$ cat src/rtl/scan_pkg.sv
// Package for the three-phase scanner: phase code type and helpers.
// Assumes exactly three phases; code 2'd3 is illegal.
package scan_pkg;
    typedef logic [1:0] phase_t;

    localparam phase_t PH_FIRST = 2'd0;
    localparam phase_t PH_LAST  = 2'd2;

    // Next phase in scan order; any illegal code maps to the first phase.
    function automatic phase_t phase_step(input phase_t cur);
        if (cur < PH_LAST) return cur + 2'd1;
        return PH_FIRST;
    endfunction

    // One-hot decode of a phase code (illegal code decodes to zero).
    function automatic logic [2:0] phase_decode(input phase_t cur);
        logic [2:0] d;
        d = 3'b000;
        for (int i = 0; i < 3; i++) d[i] = (cur == phase_t'(i));
        return d;
    endfunction
endpackage

$ cat src/rtl/mains_edge_sync.sv
// Synchronises the squared mains waveform into the clk domain and emits a
// one-clock tick per rising edge. Assumes the input stays high and low for
// at least two clk periods each.
module mains_edge_sync #(
    parameter int SYNC_STAGES = 2
) (
    input  logic clk,
    input  logic rst_n,
    input  logic sq_in,
    output logic tick_o
);
    logic [SYNC_STAGES-1:0] sync_q;
    logic                   prev_q;

    // Shift the asynchronous level through the synchroniser chain.
    always_ff @(posedge clk) begin
        if (!rst_n) begin
            sync_q <= '0;
            prev_q <= 1'b0;
        end else begin
            sync_q <= {sync_q[SYNC_STAGES-2:0], sq_in};
            prev_q <= sync_q[SYNC_STAGES-1];
        end
    end

    assign tick_o = sync_q[SYNC_STAGES-1] & ~prev_q;

    // a tick is never wider than one clock.
    assert_tick_single_R1: assert property (@(posedge clk) disable iff (!rst_n)
        tick_o |=> !tick_o);
endmodule

$ cat src/rtl/dwell_prescaler.sv
// Free-running tick counter with a selectable tap. Signals an advance when
// bits [tap:0] are all ones at a tick, and whether the count after this
// tick will sit in the last slot of a dwell. The tap may change at any time.
module dwell_prescaler #(
    parameter int PRE_W = 16,
    parameter int TAP_W = 4
) (
    input  logic             clk,
    input  logic             rst_n,
    input  logic             tick_i,
    input  logic [TAP_W-1:0] tap_i,
    output logic             adv_o,
    output logic             last_next_o
);
    logic [PRE_W-1:0] pre_q;
    logic [PRE_W-1:0] pre_inc;
    logic [PRE_W-1:0] mask;

    // Build the mask of bits at or below the chosen tap.
    always_comb begin
        for (int i = 0; i < PRE_W; i++) mask[i] = (i <= int'(tap_i));
    end

    assign pre_inc     = pre_q + 1'b1;
    assign adv_o       = tick_i & (&(pre_q | ~mask));
    assign last_next_o = &(pre_inc | ~mask);

    // Count base ticks.
    always_ff @(posedge clk) begin
        if (!rst_n)      pre_q <= '0;
        else if (tick_i) pre_q <= pre_inc;
    end

    // the counter moves only on ticks, by exactly one.
    assert_pre_step_R6: assert property (@(posedge clk) disable iff (!rst_n)
        $past(rst_n) && !$past(tick_i) |-> $stable(pre_q));
endmodule

$ cat src/rtl/phase_ring.sv
// Three-state phase counter with a one-hot shift-register copy that drives
// the analog switches. Exposes the phase after the next tick and the phase
// one tick beyond that, for strobe shaping. Illegal states recover to phase 0.
module phase_ring
    import scan_pkg::*;
(
    input  logic       clk,
    input  logic       rst_n,
    input  logic       tick_i,
    input  logic       adv_i,
    input  logic       last_next_i,
    output phase_t     nxt_o,
    output phase_t     look_o,
    output logic [2:0] sel_o
);
    phase_t     code_q;
    logic [2:0] sel_q;

    assign nxt_o  = (code_q > PH_LAST) ? PH_FIRST :
                    (adv_i ? phase_step(code_q) : code_q);
    assign look_o = last_next_i ? phase_step(nxt_o) : nxt_o;

    // Hold the binary phase code; illegal codes fall back to phase 0.
    always_ff @(posedge clk) begin
        if (!rst_n) code_q <= PH_FIRST;
        else        code_q <= nxt_o;
    end

    // Rotate the one-hot select register with each advance.
    always_ff @(posedge clk) begin
        if (!rst_n || ($countones(sel_q) != 1)) sel_q <= 3'b001;
        else if (adv_i)                         sel_q <= {sel_q[1:0], sel_q[2]};
    end

    assign sel_o = sel_q;

    // the code never reaches a fourth state.
    assert_phase_legal_R3: assert property (@(posedge clk) disable iff (!rst_n)
        code_q <= PH_LAST);
    // the shift register agrees with the decoded binary code.
    assert_sel_tracks_code_R3: assert property (@(posedge clk) disable iff (!rst_n)
        sel_q == phase_decode(code_q));
    // any change of select is a single rotation in scan order.
    assert_scan_order_R3: assert property (@(posedge clk) disable iff (!rst_n)
        $past(rst_n) && (sel_q != $past(sel_q)) |-> sel_q == {$past(sel_q[1:0]), $past(sel_q[2])});
    // the select moves only after a tick.
    assert_sel_on_tick_R8: assert property (@(posedge clk) disable iff (!rst_n)
        !tick_i |=> $stable(sel_q));
endmodule

$ cat src/rtl/strobe_shaper.sv
// Forms the per-phase capture strobes: the decoded phase after this tick is
// ANDed with the inverse of the decoded phase one tick later, so a strobe
// appears only in the last tick interval of a dwell. Updates on ticks only.
module strobe_shaper
    import scan_pkg::*;
(
    input  logic       clk,
    input  logic       rst_n,
    input  logic       tick_i,
    input  phase_t     nxt_i,
    input  phase_t     look_i,
    input  logic [2:0] sel_i,
    output logic [2:0] stb_o
);
    logic [2:0] stb_q;

    // Register the shaped strobe at each base tick.
    always_ff @(posedge clk) begin
        if (!rst_n)      stb_q <= 3'b000;
        else if (tick_i) stb_q <= phase_decode(nxt_i) & ~phase_decode(look_i);
    end

    assign stb_o = stb_q;

    // never more than one strobe.
    assert_stb_onehot0_R5: assert property (@(posedge clk) disable iff (!rst_n)
        $onehot0(stb_q));
    // a strobe only belongs to the phase being routed.
    assert_stb_matches_sel_R4: assert property (@(posedge clk) disable iff (!rst_n)
        (stb_q != 3'b000) |-> (stb_q == sel_i));
    // the tick that ends the dwell clears the strobe.
    assert_stb_cleared_R5: assert property (@(posedge clk) disable iff (!rst_n)
        (stb_q != 3'b000) && tick_i |=> (stb_q == 3'b000));
    // strobes hold between ticks.
    assert_stb_on_tick_R8: assert property (@(posedge clk) disable iff (!rst_n)
        !tick_i |=> $stable(stb_q));
endmodule

$ cat src/rtl/tri_phase_scanner.sv
// Top of the three-phase time-sharing scanner. Turns the squared mains
// waveform into base ticks, divides them by a selectable prescaler tap and
// steps one shared controller across three phases, driving switch selects
// and per-phase capture strobes. Assumes one mains edge per cycle.
module tri_phase_scanner
    import scan_pkg::*;
#(
    parameter int PRE_W = 16,
    parameter int TAP_W = 4
) (
    input  logic             clk,
    input  logic             rst_n,
    input  logic             mains_sq,
    input  logic [TAP_W-1:0] tap_sel,
    output logic [2:0]       route_sel,
    output logic [2:0]       latch_stb
);
    logic   tick;
    logic   adv;
    logic   last_next;
    phase_t ph_nxt;
    phase_t ph_look;

    mains_edge_sync #(.SYNC_STAGES(2)) u_sync (
        .clk    (clk),
        .rst_n  (rst_n),
        .sq_in  (mains_sq),
        .tick_o (tick)
    );

    dwell_prescaler #(.PRE_W(PRE_W), .TAP_W(TAP_W)) u_pre (
        .clk         (clk),
        .rst_n       (rst_n),
        .tick_i      (tick),
        .tap_i       (tap_sel),
        .adv_o       (adv),
        .last_next_o (last_next)
    );

    phase_ring u_ring (
        .clk         (clk),
        .rst_n       (rst_n),
        .tick_i      (tick),
        .adv_i       (adv),
        .last_next_i (last_next),
        .nxt_o       (ph_nxt),
        .look_o      (ph_look),
        .sel_o       (route_sel)
    );

    strobe_shaper u_stb (
        .clk    (clk),
        .rst_n  (rst_n),
        .tick_i (tick),
        .nxt_i  (ph_nxt),
        .look_i (ph_look),
        .sel_i  (route_sel),
        .stb_o  (latch_stb)
    );
endmodule

$ cat config.mk
export PLATFORM = sky130hd
export DESIGN_NAME = tri_phase_scanner
export DESIGN_NICKNAME = d
export VERILOG_FILES = /design/src/rtl/scan_pkg.sv /design/src/rtl/mains_edge_sync.sv /design/src/rtl/dwell_prescaler.sv /design/src/rtl/phase_ring.sv /design/src/rtl/strobe_shaper.sv /design/src/rtl/tri_phase_scanner.sv
export SDC_FILE = /design/constraint.sdc
export NUM_CORES = 1
export LEC_CHECK = 0
export ABC_AREA = 1
export BUFFER_PORTS_ARGS = -buffer_cell sky130_fd_sc_hd__buf_2
export CELL_PAD_IN_SITES_DETAIL_PLACEMENT = 1
export CELL_PAD_IN_SITES_GLOBAL_PLACEMENT = 1
export CORE_ASPECT_RATIO = 1.1
export CORE_MARGIN = 3
export CORE_UTILIZATION = 45
export CTS_BUF_LIST = sky130_fd_sc_hd__clkbuf_4 sky130_fd_sc_hd__clkbuf_8 sky130_fd_sc_hd__clkbuf_16
export DETAILED_ROUTE_END_ITERATION = 10
export PLACE_DENSITY = 0.94
export SKIP_CTS_REPAIR_TIMING = 1
export SLEW_MARGIN = 10
export SYNTH_ARGS = -nofsm -noshare
export SYNTH_HDL_FRONTEND = slang
export SYNTH_SLANG_ARGS = --single-unit
$ cat constraint.sdc
create_clock -name clk -period 4.1 [get_ports clk]
set_input_delay 0.41 -clock clk [delete_from_list [all_inputs] [get_ports clk]]
set_output_delay 0.41 -clock clk [all_outputs]
set_load 0.01 [all_outputs]
==> reports/metrics.cfg <==
[timing]
min_period_ps=1920
maxSlewViolCount=0
finalSetupViolations=0
finalCritPeriodShare_pct=46.9
rsz0062_at_grt=false
tightest_slew_ps=1000
finClkSkew_ps=1.81
slew_headroom_pct=33.0
finalHoldViolations=0
clock.fmax_mhz=520
setup-tns-final_ps=0

[worst_setup_path]
cpMaxStageDelayCell=dfxtp_1
required_ps=4320
worst_setup_path_end_kind=flop
crit_chain=ha_1 > nand2_2 > nor2_4 > nand3_1 > nand2_1 > nand2_1 > nand2_1 > nand2_1 > nor2_1 > nand3_2 > nor2_1 > nor2_1 > nor2_1
critPathKind=flop to flop
cp-start-kind=flop
cpPeakStageDelay_ps=430
critPathMaxFanout=5
critPathBufInv=0
critPathTopFamily=simple AND/OR/NAND/NOR gates
critPathArrivalTime_ps=2150

[placement]
place_area_um2=1960
post-dp-hpwl_um=4060
io_buffers=12
gp_congestion=0.904

[pwr]
p_int_mw=0.368
p_sw_mw=0.159
combPwrFrac_pct=15.7
pwr-share-clk_pct=29.9
p_leak_nw=0.985
power_frac_seq_pct=54.4
p_total_mw=0.527
p_per_area_nw_per_um2=262
ir_drop_mv=0.166
switching_share_pct=30.2

[layout]
drive_above_1_share_pct=13.0
area_growth_pct=7.42
antenna_cells=0
design_area_um2=2010
layout.nets=320

[synth]
async_flop_share_pct=0
syn_nets=309
netlist_area_um2=1870
netlist.area_leader.share_pct=28.9
synthFlopType=dfxtp_1
synth-edff-count=0
syn_avg_cell_area_um2=6.30
netlist_instances=297
ys_seq_area_share_pct=28.9
yosysMostFrequentCell=nand2_1
ys_ff_latch=27
netlist_top_cells_area=dfxtp_1 (29%), nand2_1 (17%), nand3_1 (9.6%), inv_1 (9.2%), nor2_1 (5.0%)
synth_commonest_cells=nand2_1 (84), inv_1 (46), nand3_1 (36)
synth_top_cell_by_area=dfxtp_1
synth_warnings=0
synth_cell_types=24

[floorplanning]
row_count=23
dieArea_um2=4970
initial_core_util_pct=48.9
fp.dieW_um=67.5
io_pins=13
fp.dieH_um=73.6
core_um2=3830

[route]
via_per_inst=5.50
routedWlPerCell_um=14.8
final_antenna_net_count=0
drcViolationCount=0
routed_wl_um=5290
first_pass_iters=4
vias=1964
drtIter0Drc=106

[clock_tree]
clockRootBuffer=clkbuf_8
clk_pin_slew_ps=100
cts_max_path_buffers=2
cts_made_buffers=3
cts_tree=done
clk_latency_ps=280
htreeDepth=1
clock_sink_count=27

[global_route]
grt_pass1_wl_um=8960
grt_max_degree=33
first_global_vias=2006
grt_overflow=0
grt_antenna_before_repair=0
grt_usage_pct=23.6

[run]
drv_cap=0

[hold_path]
hold_class=primary input to flop

[outcome]
status=complete, no violations

stage by stage:
step	setup WS, ps	hold slack [ps]	instances	utilization, %
2_1_floorplan	2500	390	297	-
3_5_place_dp	2120	405	353	51.3
6_report	2180	312	357	52.5
3_3_place_gp	2160	405	353	51.3
5_1_grt	1870	325	357	52.5
4_1_cts	2180	309	357	52.5
power groups by stage:
stage / combinational [mW] / sequential [mW] / clock [mW]
floorplan: 0.0592 / 0.289 / 0
global placement: 0.0792 / 0.291 / 0
detailed placement: 0.0819 / 0.292 / 0
CTS: 0.0830 / 0.286 / 0.164
global route: 0.0940 / 0.288 / 0.174
finish: 0.0829 / 0.286 / 0.158
area by class of cell:
class                   count  area, um^2
clock buffers               3        41.3
clock inverters             1        5.00
fillers                   565        1820
inverters                  48         181
multi-input cells         216        1120
flip-flops and latches     27         541
well taps                  50        62.6
repair buffers             12        60.1
final timing paths:
check,from,end,slack (ps),cells past startpoint
worst min-delay path,mains_sq,u_sync.sync_q[0],310,3
worst max-delay path,u_pre.pre_q[0],u_stb.stb_o[0],2180,13
worst min register to register,u_sync.sync_q[0],u_sync.sync_q[1],430,2
worst max register to register,u_pre.pre_q[0],u_stb.stb_o[0],2180,13
per-layer routing:
layer  up-vias  GRT usage (%)  share of wire (%)
li1        968              -                  -
met1       944           29.6                 45
met2        41           40.8                 50
met3        11           2.91                3.1
met4         0           8.78                2.3
met5         -              0                  0
worst register-to-register path, stage by stage, from the launching register on:
cell	delay [ps]
dfxtp_1	430
ha_1	240
nand2_2	110
nor2_4	180
nand3_1	100
nand2_1	70
nand2_1	70
nand2_1	60
nand2_1	40
nor2_1	190
nand3_2	120
nor2_1	110
nor2_1	50
nor2_1	80
sequential cells by signal, summed over array words and instances, names as in the netlist:
| register | flops |
|---|---|
| u_sync.sync_q | 2 |
| u_pre.pre_q | 16 |
| u_ring.code_q | 2 |
| u_ring.sel_o | 3 |
| u_stb.stb_o | 3 |
| u_sync.prev_q | 1 |
cells by family (layout without fill, tap and decap cells):
kind of cell               count (synthesis)  in the layout  share of synthesized area [%]
and+or+nand+nor                          174            174                           44.4
buffers and inverters                     54             64                           11.3
AOI/OAI and AO/OA                         37             37                           11.6
DFF                                       27             27                           28.9
adders and majority gates                  5              5                           3.75
placed cells by master (no fill, tap or decap), types with 2 or more instances in the layout:
cell type,synthesis,routed
nand2_1,84,84
inv_1,46,46
nand3_1,36,36
dfxtp_1,27,27
nor2_1,25,25
o21ai_0,17,17
buf_2,0,12
o211ai_1,11,11
a21oi_1,7,7
nand4_1,7,7
nor2_4,5,5
nor2_2,5,5
nand2_2,4,4
ha_1,4,4
nand3_2,3,3
nand2_4,3,3
clkbuf_8,0,3
clkinv_2,1,2
(Power assumes the default switching activity.)
